`src/rtl/bus_idle_pkg.sv`:
```
package bus_idle_pkg;
  function automatic int unsigned cnt_width(input int unsigned n);
    return (n > 1) ? $clog2(n) : 1;
  endfunction
endpackage

```
`src/rtl/scl_low_timer.sv`:
```
module scl_low_timer
  import bus_idle_pkg::*;
#(
  parameter int unsigned LIMIT = 25000
) (
  input  logic clk,
  input  logic rst,
  input  logic en,
  input  logic scl,
  input  logic tick,
  input  logic clr,
  output logic flag
);
  localparam int unsigned CW = cnt_width(LIMIT);
  localparam logic [CW-1:0] LAST = CW'(LIMIT - 1);

  logic [CW-1:0] cnt;
  logic          ovf;

  assign ovf = ~scl & tick & (cnt == LAST);

  always_ff @(posedge clk) begin
    if (rst || !en) begin
      cnt  <= '0;
      flag <= 1'b0;
    end else begin
      if (scl)       cnt <= '0;
      else if (tick) cnt <= ovf ? '0 : cnt + 1'b1;
      flag <= ovf | (flag & ~clr);
    end
  end
endmodule

```
`src/rtl/bus_free_detect.sv`:
```
module bus_free_detect
  import bus_idle_pkg::*;
#(
  parameter int unsigned THRESH = 10
) (
  input  logic clk,
  input  logic rst,
  input  logic en,
  input  logic scl,
  input  logic sda,
  input  logic tick,
  output logic free
);
  localparam int unsigned FW = cnt_width(THRESH + 1);
  localparam logic [FW-1:0] TOP = FW'(THRESH);

  logic [FW-1:0] cnt;
  logic          free_q;
  logic          idle;

  assign idle = scl & sda;

  always_ff @(posedge clk) begin
    if (rst || !en || !idle) begin
      cnt    <= '0;
      free_q <= 1'b0;
    end else if (tick) begin
      if (cnt == TOP) free_q <= 1'b1;
      else            cnt    <= cnt + 1'b1;
    end
  end

  assign free = free_q & idle & en;
endmodule

```
`src/rtl/bus_idle_watch.sv`:
```
module bus_idle_watch #(
  parameter int unsigned LOW_TICKS  = 25000,
  parameter int unsigned FREE_TICKS = 10
) (
  input  logic clk,
  input  logic rst,
  input  logic scl,
  input  logic sda,
  input  logic tick,
  input  logic low_en,
  input  logic free_en,
  input  logic low_clr,
  output logic low_irq,
  output logic bus_free
);
  scl_low_timer #(.LIMIT(LOW_TICKS)) u_low (
    .clk(clk), .rst(rst), .en(low_en), .scl(scl),
    .tick(tick), .clr(low_clr), .flag(low_irq)
  );

  bus_free_detect #(.THRESH(FREE_TICKS)) u_free (
    .clk(clk), .rst(rst), .en(free_en), .scl(scl),
    .sda(sda), .tick(tick), .free(bus_free)
  );
endmodule

```
`config.mk`:
```
export PLATFORM = sky130hd
export DESIGN_NAME = bus_idle_watch
export DESIGN_NICKNAME = d
export VERILOG_FILES = /design/src/rtl/bus_idle_pkg.sv /design/src/rtl/scl_low_timer.sv /design/src/rtl/bus_free_detect.sv /design/src/rtl/bus_idle_watch.sv
export SDC_FILE = /design/constraint.sdc
export NUM_CORES = 1
export LEC_CHECK = 0
export BUFFER_PORTS_ARGS = -buffer_cell sky130_fd_sc_hd__buf_2
export CORE_AREA = 4 4 43 55
export DETAILED_ROUTE_END_ITERATION = 8
export DIE_AREA = 0 0 47 59
export PLACE_DENSITY = 0.83
export SYNTH_ARGS = -nofsm -noshare
export SYNTH_HDL_FRONTEND = slang
export SYNTH_HIERARCHICAL = 1
export SYNTH_SLANG_ARGS = --single-unit
export TNS_END_PERCENT = 50
```
`constraint.sdc`:
```
create_clock -name clk -period 2.9 [get_ports clk]
set_clock_uncertainty 0.2 [all_clocks]
set_input_delay 0.87 -clock clk [delete_from_list [all_inputs] [get_ports clk]]
set_output_delay 0.87 -clock clk [all_outputs]
set_load 0.01 [all_outputs]
```
[Yosys cells after proc, flatten, opt, wreduce, memory -nomap -nowiden]
Cells that the tools add are included.
Cells by class
  add/subtract/negate cells: 2
  $mul: 0
  div/mod/pow operators: 0
  order comparisons: 0
  eq/ne operators: 2
  shifts and indexed selects: 0
  muxes and demuxes: 1
  bitwise logic cells: 10
  reduce and logical (&&, ||, !) cells: 9
Operators with widths (number)
  adder 15 x 1 -> 15 bit (second input constant): 1
  == test 15 bit (second input constant): 1
  2-to-1 mux 15 bit: 1
  bitwise AND 1 bit: 6
  adder 4 x 1 -> 4 bit (second input constant): 1
  == test 4 bit (second input constant): 1
  AND reduction 2 bit: 2
  logical NOT 1 bit: 3
  logical OR 1 bit: 3
  NOT 1 bit: 3
  OR reduction 2 bit: 1
  OR 1 bit: 1
Word-level totals
  register bits after elaboration: 21
  bits in latches: 0
  bits in writable memories: 0
  bits in read-only memories: 0
  bits of input ports: 8
  output and inout bits: 2
  logic and storage cells: 28
  memories: 0

[Logic depth before layout (Yosys ltp)]
Gate-level depths: netlist (run 1).
  depth in word-level cells: 4
  depth in mapped cells: 6
  gate-level depth less buffers: 5

[Hierarchy]
The synthesis (run 1) kept the hierarchy.
By module, submodules not included
  scl_low_timer: times used 1, cells an instance 82, area each 798.3 um^2, sequential area each 320.3 um^2
  bus_free_detect: times used 1, cells an instance 27, area each 280.3 um^2, sequential area each 100.1 um^2

[Least setup slack after synthesis (run 1)]
No wires, ideal clock.
  kind: input-to-output
  start point: input free_en
  end point: output bus_free
  arrival time: 1.095 ns
  data required time: 1.830 ns
  path slack: 0.735 ns
  stages: 1
  path buffers: 0
  path through: and4_1
On the way
  longest elaborated chain between the ends: 1
RTL lines
  from (decl): RTL line bus_idle_watch.sv:11  | input logic free_en,
  bitwise AND 1 bit: RTL line bus_free_detect.sv:33  | assign free = free_q & idle & en;
  to (decl): RTL line bus_idle_watch.sv:14  | output logic bus_free
No other way between the ends.

[Final worst setup path (run 1)]
  start point: input scl
  end point: output bus_free
On the way
  longest elaborated chain between the ends: 3
RTL lines
  from (decl): RTL line bus_idle_watch.sv:7  | input logic scl,
  bitwise AND 1 bit: RTL line bus_free_detect.sv:21  | assign idle = scl & sda;
  bitwise AND 1 bit (2 in a row): RTL line bus_free_detect.sv:33
No other way between the ends.

==> summary.txt, run 1 <==
STA
  – Final setup margin: approximately 0.5 ns
  – Final hold violations: 0
  – Slew Limit Fails: 0
  – Fin Hold WS: 0.283 ns
  – F_max: between 400 and 500 MHz
  – Worst-Margin Slew: 0.283 ns
  – Setup TNS: 0 ns
  – Final period utilization: 82.5%
  – Tmin final: 2.39 ns
  – RSZ-0062 raised after global routing: no
  – Slew HR: 80.9%
  – Final setup viols: 0

Global route
  – Vias in the first global route: just over 800
  – GRT Util Overall: 17.2%
  – Largest net degree at the start of global routing: 15
  – Global route overflow: 0
  – First-pass GRT wire length: around 3.5 mm
  – Initial antenna violation count: 0

Floorplan
  – Top Ports: 10
  – Die area: 2770 sq um
  – Die Ht: 59 microns
  – Initial Util: 57.0%
  – Core area: 1890 sq um
  – Core Rows: 18
  – Die X: 47 microns

Drt
  – Final wirelength: 1.95 mm
  – 1st-pass router iterations: 4
  – Vias per cell: roughly 5.6
  – Drt wl/cell: about 14 microns
  – DRT iter0 DRCs: 9
  – Vias: 795
  – Number of remaining DRC errors: 0
  – Post-route ant nets: 0

Logic synthesis
  – Post-synthesis adder-cell area fraction: under 10%
  – Yosys reg bits: 21
  – Largest family of logic cells by synthesized area: simple AND/OR/NAND/NOR gates
  – Post-Synth Simple-Gate Area: between 30% and 40%
  – Post-synthesis sequential area ratio: 39.0%
  – Synth area leaders: dfxtp_1, xnor2_1, nor2_1
  – Mean Syn Cell Area: 9.89 sq um
  – Unique cell type count in the Yosys netlist: 33
  – Share of the synthesized area in the top cell type: between 30 and 40%
  – Synth warnings: 6
  – Post-Synthesis Cells: 109
  – Cell taking the most area after synthesis: dfxtp_1
  – Cell area after synthesis: 1080 sq um
  – Synth Area in Compound Gates: 4.87%
  – Mux contribution to synthesized area: 0.928%
  – Synth Net Count: 120
  – Post-Synth XOR/XNOR Area: 12.2%

Run
  – Max-cap viol count: 0

Worst hold path
  – Hold Path Class: reg2reg

Clocking
  – # hold bufs at CTS: 0
  – H-tree level count: 1
  – Later-pin clock latency in the skew report: roughly 0.29 ns
  – Number of setup buffers added after CTS: 0
  – CTS Buf Count: 3
  – Clock Pin Slew Worst Setup and Hold Paths: 0.11 ns
  – Clk sink count: 21
  – Post_cts resized: 0
  – TritonCTS clock tree: done
  – Clk root buf: clkbuf_4
  – CTS Buffer Depth: 2

Final layout
  – Layout cells sized above 1: 22.3%
  – Final Core Density: 61.5%
  – Fillers: 174
  – Footprint of the multi-input gates: ~630 sq um
  – Nets: 133
  – Most common cell after layout, fill and taps aside: dfxtp_1
  – Finished Cell Area: between 1000 and 1500 sq um
  – Most frequent cells in the layout: dfxtp_1, nor2_1, xnor2_1
  – Area growth syn-to-layout: 7.89%
  – Number of diodes: 0
  – Sequential cell area: 420 sq um

Placement
  – Post-DP HPWL: 1.49 mm
  – Gpl congestion: 0.766
  – DP Area: 1140 sq um
  – Setup WS pre-CTS: 0.505 ns
  – IO Port Bufs: 9

Power and ir drop
  – Net Sw Frac: 21.5%
  – Leakage: between 0.4 and 0.5 nW
  – Power per cell area: 384 nW/um^2
  – Gate power share: under 10%
  – Clk pwr share: between 30% and 40%
  – Sequential power share: about two thirds
  – Peak VDD IR: 239 uV
  – Pint: 0.351 mW
  – Switching power: 0.0961 mW

Worst setup path
  – Nature of the critical path endpoint: output port
  – Critical Path RT: 1.83 ns
  – Critical path class: in2out
  – WP data arrival: 1.32 ns
  – Crit-path max FO: 5
  – CP startpoint kind: input pin

Run status
  – Status: finished clean
## power by group through the flow
stage	Sequential [mW]	Clock (mW)	Combinational (mW)
3_3_place_gp	0.297	0	0.0198
2_1_floorplan	0.297	0	0.0102
4_1_cts	0.290	0.144	0.0206
3_5_place_dp	0.297	0	0.0206
5_1_grt	0.291	0.155	0.0231
6_report	0.290	0.136	0.0204
## flip-flops by register name, indices dropped and copies added, names as in the netlist
name           cells
u_low/cnt         15
u_free/cnt         4
u_free/free_q      1
u_low/flag         1
## kinds of logic after synthesis
family | count (synthesis)
flip-flops | 21
AND/OR/NAND/NOR | 56
multiplexers | 1
XOR/XNOR | 15
buffers and inverters | 6
adder cells (fa/ha/maj) | 3
AO/OA/AOI/OAI | 7
## final timing paths
| kind | slack (ns) | cells past startpoint | endpoint | start |
|---|---|---|---|---|
| max | 0.51 | 3 | bus_free | scl |
| min | 0.28 | 2 | u_low/flag$_SDFF_PP0_ | u_low/flag$_SDFF_PP0_ |
| max reg2reg | 1.16 | 5 | u_low/cnt[7]$_SDFFE_PP0P_ | u_low/cnt[0]$_SDFFE_PP0P_ |
| min reg2reg | 0.28 | 2 | u_low/flag$_SDFF_PP0_ | u_low/flag$_SDFF_PP0_ |
## final cells by class
type / count / area share, %
flip-flops and latches: 21 / 36.1
clock buffers: 4 / 2.26
inverters: 5 / 1.61
multi-input cells: 82 / 54.0
well taps: 20 / 2.15
repair buffers: 9 / 3.87
## per-stage QoR
stage          instances  power [mW]
2_1_floorplan        109       0.307
3_3_place_gp         137       0.317
3_5_place_dp         137       0.318
4_1_cts              141       0.455
5_1_grt              141       0.469
6_report             141       0.447
## critical path: stages
cell	delay [ns]
buf_2	0.15
and4_1	0.19
buf_2	0.12
## synthesized netlist by cell type
cell,number
dfxtp_1,21
nor2_1,20
xnor2_1,11
nor3_1,6
inv_1,5
nand2_1,5
xor2_1,4
ha_1,3
nand3_1,3
nand4_4,3
a21oi_1,2
nand2_2,2
nand2b_1,2
nand4_1,2
nor4_2,2
a211o_1,1
a211oi_1,1
a21oi_2,1
a31o_2,1
a41oi_1,1
and3_1,1
and4_1,1
and4_2,1
and4b_1,1
buf_6,1
mux2i_1,1
nand3_2,1
nand3b_4,1
nand4b_4,1
nor2_2,1
nor4_1,1
nor4_4,1
nor4b_1,1
## routing by layer
| layer | GRT usage, % | wire length, microns | vias up |
|---|---|---|---|
| li1 | - | - | 405 |
| met1 | 18.6 | 797 | 381 |
| met2 | 30.9 | 1100 | 7 |
| met3 | 3.65 | 38 | 2 |
| met4 | 7.11 | 15 | 0 |
| met5 | 0 | 0 | - |
Power figures use the tool's default switching activity.
==> run 2, diff against run 1 <==
Settings changed: CORE_AREA 4 4 43 55 to 4 4 45 57, DIE_AREA 0 0 47 59 to 0 0 49 61, PLACE_DENSITY 0.83 to 0.77.
Clock period 2.9 ns to 2.5 ns, I/O delays scaled along.
==> summary.txt, run 2 (synthesis results as in run 1) <==
Placement
  – Gpl congestion: 0.777
  – Inst Count DP: 137
  – Setup WS pre-CTS: 0.332 ns
  – IO Port Bufs: 9
  – Post-DP HPWL: 1.49 mm

Final layout
  – Max FFs per register: 15
  – Finished Layout Cells: 141
  – Largest Register: u_low/cnt
  – Fillers: 173
  – Largest registers: u_low/cnt x15, u_free/cnt x4
  – Area growth syn-to-layout: 8.00%
  – Number of diodes: 0
  – Nets: 133
  – Most frequent cells in the layout: dfxtp_1, nor2_1, xnor2_1
  – Most common cell after layout, fill and taps aside: dfxtp_1
  – Layout cells sized above 1: a little under a quarter

Clocking
  – Clock Pin Slew Worst Setup and Hold Paths: ~0.11 ns
  – Post_cts resized: 0
  – TritonCTS clock tree: done
  – CTS Buffer Depth: 2
  – # hold bufs at CTS: 0
  – Clk sink count: 21
  – CTS Buf Count: 3
  – Clk root buf: clkbuf_4
  – Later-pin clock latency in the skew report: 0.30 ns
  – H-tree level count: 1
  – Number of setup buffers added after CTS: 0

STA
  – Worst-Margin Slew: 0.292 ns
  – Slew Limit Fails: 0
  – Final setup margin: 0.335 ns
  – Setup TNS: 0 ns
  – RSZ-0062 raised after global routing: no
  – Final setup viols: 0
  – Final hold violations: 0
  – Final period utilization: 86.6%
  – Slew HR: 80.3%
  – F_max: 462 MHz
  – Tmin final: 2.17 ns

Worst setup path
  – Crit-path max FO: 5
  – R2r endpoint: u_low/cnt[7]$_SDFFE_PP0P_
  – WP data arrival: between 1 and 1.5 ns
  – CP startpoint kind: input pin
  – Critical path class: in2out
  – Reg-to-Reg Start: u_low/cnt[0]$_SDFFE_PP0P_
  – Critical Path RT: approximately 1.6 ns
  – Nature of the critical path endpoint: output port
  – Worst R2R Setup Slack: 0.76 ns
  – Reg2reg path depth: 5

Floorplan
  – Die area: 2990 sq um
  – Die X: 49 microns
  – Initial Util: 54.4%
  – Core Rows: 18
  – Top Ports: 10
  – Die Ht: 61 microns
  – Core area: 1980 sq um

Global route
  – First-pass GRT wire length: 3.37 mm
  – GRT Util Overall: roughly 15%
  – Largest net degree at the start of global routing: 15
  – Vias in the first global route: 798
  – Initial antenna violation count: 0
  – Global route overflow: 0

Worst hold path
  – Hold Path Class: reg2reg
  – Min-delay src: u_low/flag$_SDFF_PP0_
  – Worst hold endpoint: u_low/flag$_SDFF_PP0_
  – Hold Crit Depth: 2

Drt
  – 1st-pass router iterations: 3
  – Vias per cell: 5.67
  – DRT iter0 DRCs: 7
  – Vias: 800
  – Number of remaining DRC errors: 0
  – Post-route ant nets: 0
  – Final wirelength: 1.92 mm
  – Drt wl/cell: between 10 and 15 microns

Run
  – Max-cap viol count: 0

Run status
  – Status: finished clean

Power and ir drop
  – Leakage: 0.451 nW
  – Power per cell area: around 450 nW/um^2
  – Peak VDD IR: 324 uV
run 2: cell count changes in the layout (fill, tap and decap cells not counted), sizes merged:
cell	before	now
clkbuf	4	3
clkinv	0	1
run 2: power by group:
| group | internal, mW | leakage, nW | total (mW) | switching, mW |
|---|---|---|---|---|
| Combinational | 0.00959 | 0.264 | 0.0237 | 0.0142 |
| Clock | 0.0597 | 0.0177 | 0.161 | 0.101 |
| Sequential | 0.335 | 0.169 | 0.337 | 0.00130 |
| Total | 0.405 | 0.451 | 0.521 | 0.116 |
run 2: layout make-up:
type,count,area (sq um),area share [%]
Clock inverter,1,5.00,0.430
Tap cell,20,25.0,2.15
Timing Repair Buffer,9,45.0,3.87
Multi-Input combinational cell,82,628,53.9
Sequential cell,21,420,36.1
Clock buffer,3,22.5,1.93
Inverter,5,18.8,1.61
run 2: metrics by stage:
step / hold slack (ns) / power, mW / utilization, % / area, sq um
detailed placement: 0.261 / 0.368 / 57.4 / 1140
global route: 0.307 / 0.547 / 58.8 / 1160
floorplan: 0.232 / 0.356 / - / 1080
finish: 0.282 / 0.521 / 58.8 / 1160
CTS: 0.288 / 0.529 / 58.8 / 1160
global placement: 0.252 / 0.367 / 57.4 / 1140
run 2: worst max-delay path: stages:
cell and delay, ns:
buf_2 0.15, and4_1 0.19, buf_2 0.12
run 2: how the worst max path moves through the flow:
stage / from / to / slack (ns)
final: scl / bus_free / 0.33
after CTS: scl / bus_free / 0.33
after detailed placement: scl / bus_free / 0.33
after global placement: scl / bus_free / 0.33
after global routing: scl / bus_free / 0.27
after floorplan: free_en / bus_free / 0.57
run 2: metal layers:
metal | share of wire, % | vias to the layer above | track usage (%)
met1 | 41 | 383 | 15.7
met2 | 54 | 10 | 27.6
li1 | - | 402 | -
met4 | 2.2 | 0 | 8.08
met5 | 0 | - | 0
met3 | 2.6 | 5 | 2.46
==> run 3, diff against run 2 <==
Settings changed: CORE_AREA 4 4 45 57 to 4 4 47 59, DIE_AREA 0 0 49 61 to 0 0 51 63, PLACE_DENSITY 0.77 to 0.73.
==> summary.txt, run 3 (synthesis results as in run 1) <==
Placement
  – IO Port Bufs: 9
  – Post-DP HPWL: between 1 and 1.5 mm
  – Gpl congestion: about 0.72

Clocking
  – Clk sink count: 21
  – Clk root buf: clkbuf_4
  – CTS Buffer Depth: 2
  – TritonCTS clock tree: done
  – # hold bufs at CTS: 0
  – Clock Pin Slew Worst Setup and Hold Paths: approximately 0.10 ns
  – Post_cts resized: 0
  – Later-pin clock latency in the skew report: about 0.3 ns
  – Number of setup buffers added after CTS: 0
  – H-tree level count: 1
  – CTS Buf Count: 3

Drt
  – Drt wl/cell: around 12 microns
  – Vias: 770
  – Number of remaining DRC errors: 0
  – DRT iter0 DRCs: 14
  – Vias per cell: approximately 5
  – Final wirelength: 1.85 mm
  – Post-route ant nets: 0
  – 1st-pass router iterations: 4

Final layout
  – Area growth syn-to-layout: 9.16%
  – Most common cell after layout, fill and taps aside: dfxtp_1
  – Largest Register: u_low/cnt
  – Max FFs per register: 15
  – Largest registers: u_low/cnt x15, u_free/cnt x4
  – Most frequent cells in the layout: dfxtp_1, nor2_1, xnor2_1
  – Fillers: about 210
  – Nets: 133
  – Layout cells sized above 1: 22.3%
  – Final Core Density: around 53%
  – Footprint of the multi-input gates: 628 sq um
  – Number of diodes: 0
  – Sequential cell area: around 420 sq um

Floorplan
  – Core Rows: 19
  – Die area: 3210 sq um
  – Core area: around 2200 sq um
  – Die Ht: between 60 and 70 microns
  – Initial Util: 48.8%
  – Top Ports: 10
  – Die X: 51 microns

STA
  – Slew Limit Fails: 0
  – F_max: 466 MHz
  – Final hold violations: 0
  – Slew HR: 81.2%
  – RSZ-0062 raised after global routing: no
  – Setup TNS: 0 ns
  – Final period utilization: a little under nine tenths
  – Final setup viols: 0
  – Worst-Margin Slew: 0.278 ns
  – Tmin final: 2.15 ns

Worst setup path
  – WP data arrival: roughly 1.2 ns
  – Crit-path max FO: 5
  – Worst R2R Setup Slack: 0.75 ns
  – Critical Path RT: approximately 1.6 ns
  – Most common cell on crit path: buf_2
  – Reg-to-Reg Start: u_low/cnt[0]$_SDFFE_PP0P_
  – Critical path class: in2out
  – R2r endpoint: u_low/cnt[13]$_SDFFE_PP0P_
  – Critical path capture point: bus_free
  – Nature of the critical path endpoint: output port
  – Critical path origin: scl
  – Worst path cell trace: buf_2 > and4_1 > buf_2
  – Reg2reg path depth: 5
  – Slowest Stage Delay on Critical Path: 0.18 ns
  – Critical path's slowest cell: and4_1
  – CP startpoint kind: input pin

Power and ir drop
  – Leakage: 0.449 nW
  – Gate power share: 4.5%
  – Pint: roughly 0.41 mW
  – Clk pwr share: 30.6%
  – Sequential power share: approximately two thirds
  – Net Sw Frac: 21.5%
  – Power per cell area: 441 nW/um^2
  – Switching power: 0.112 mW
  – Peak VDD IR: ~400 uV

Global route
  – Global route overflow: 0
  – Initial antenna violation count: 0
  – Vias in the first global route: 806
  – First-pass GRT wire length: 3.46 mm
  – GRT Util Overall: 13.9%
  – Largest net degree at the start of global routing: 15

Worst hold path
  – Hold Path Class: reg2reg

Run
  – Max-cap viol count: 0

Run status
  – Status: finished clean
[run 3: cell types whose count changed in the layout (fill, tap and decap cells not counted), sizes merged]
cell	change
clkbuf	+1
clkinv	-1
[run 3: cell type report]
class	count	area share [%]
tap	31	3.29
multi-input combinational	82	53.3
timing repair buffer	9	3.83
sequential	21	35.7
inverter	5	1.59
clock buffer	4	2.23
[run 3: worst max-delay path, delay by kind of cell]
kind / cells / cell delay [ns]
AND/OR/NAND/NOR: 1 / 0.18
buffers and inverters: 2 / 0.26
[run 3: how the worst min path moves through the flow]
stage / startpoint / to / slack [ns] / cells past startpoint
2_1_floorplan: u_free/free_q$_SDFFE_PP0P_ / u_free/free_q$_SDFFE_PP0P_ / 0.23 / 2
3_3_place_gp: u_low/flag$_SDFF_PP0_ / u_low/flag$_SDFF_PP0_ / 0.26 / 2
3_5_place_dp: u_free/free_q$_SDFFE_PP0P_ / u_free/free_q$_SDFFE_PP0P_ / 0.27 / 2
4_1_cts: u_low/flag$_SDFF_PP0_ / u_low/flag$_SDFF_PP0_ / 0.29 / 2
5_1_grt: u_low/flag$_SDFF_PP0_ / u_low/flag$_SDFF_PP0_ / 0.32 / 2
6_report: u_low/flag$_SDFF_PP0_ / u_low/flag$_SDFF_PP0_ / 0.28 / 2
[run 3: per-layer routing]
metal	GRT usage, %	part of all wire, %
met1	15.2	41
met2	24.2	56
met3	3.34	2.8
met4	7.07	0.54
met5	0	0
[run 3: power groups by stage]
stage	Sequential, mW	Clock (mW)	Combinational, mW
final	0.337	0.159	0.0236
after global routing	0.337	0.183	0.0265
after CTS	0.337	0.169	0.0241
after detailed placement	0.344	0	0.0238
after global placement	0.344	0	0.0228
after floorplan	0.344	0	0.0118
[run 3: through the flow]
stage	cell area (sq um)	hold WS, ns	cells	total power, mW	setup slack [ns]
2_1_floorplan	1080	0.232	109	0.356	0.575
6_report	1180	0.284	152	0.519	0.353
3_3_place_gp	1150	0.259	148	0.367	0.352
4_1_cts	1180	0.291	152	0.530	0.351
3_5_place_dp	1150	0.265	148	0.368	0.326
5_1_grt	1180	0.323	152	0.547	0.325
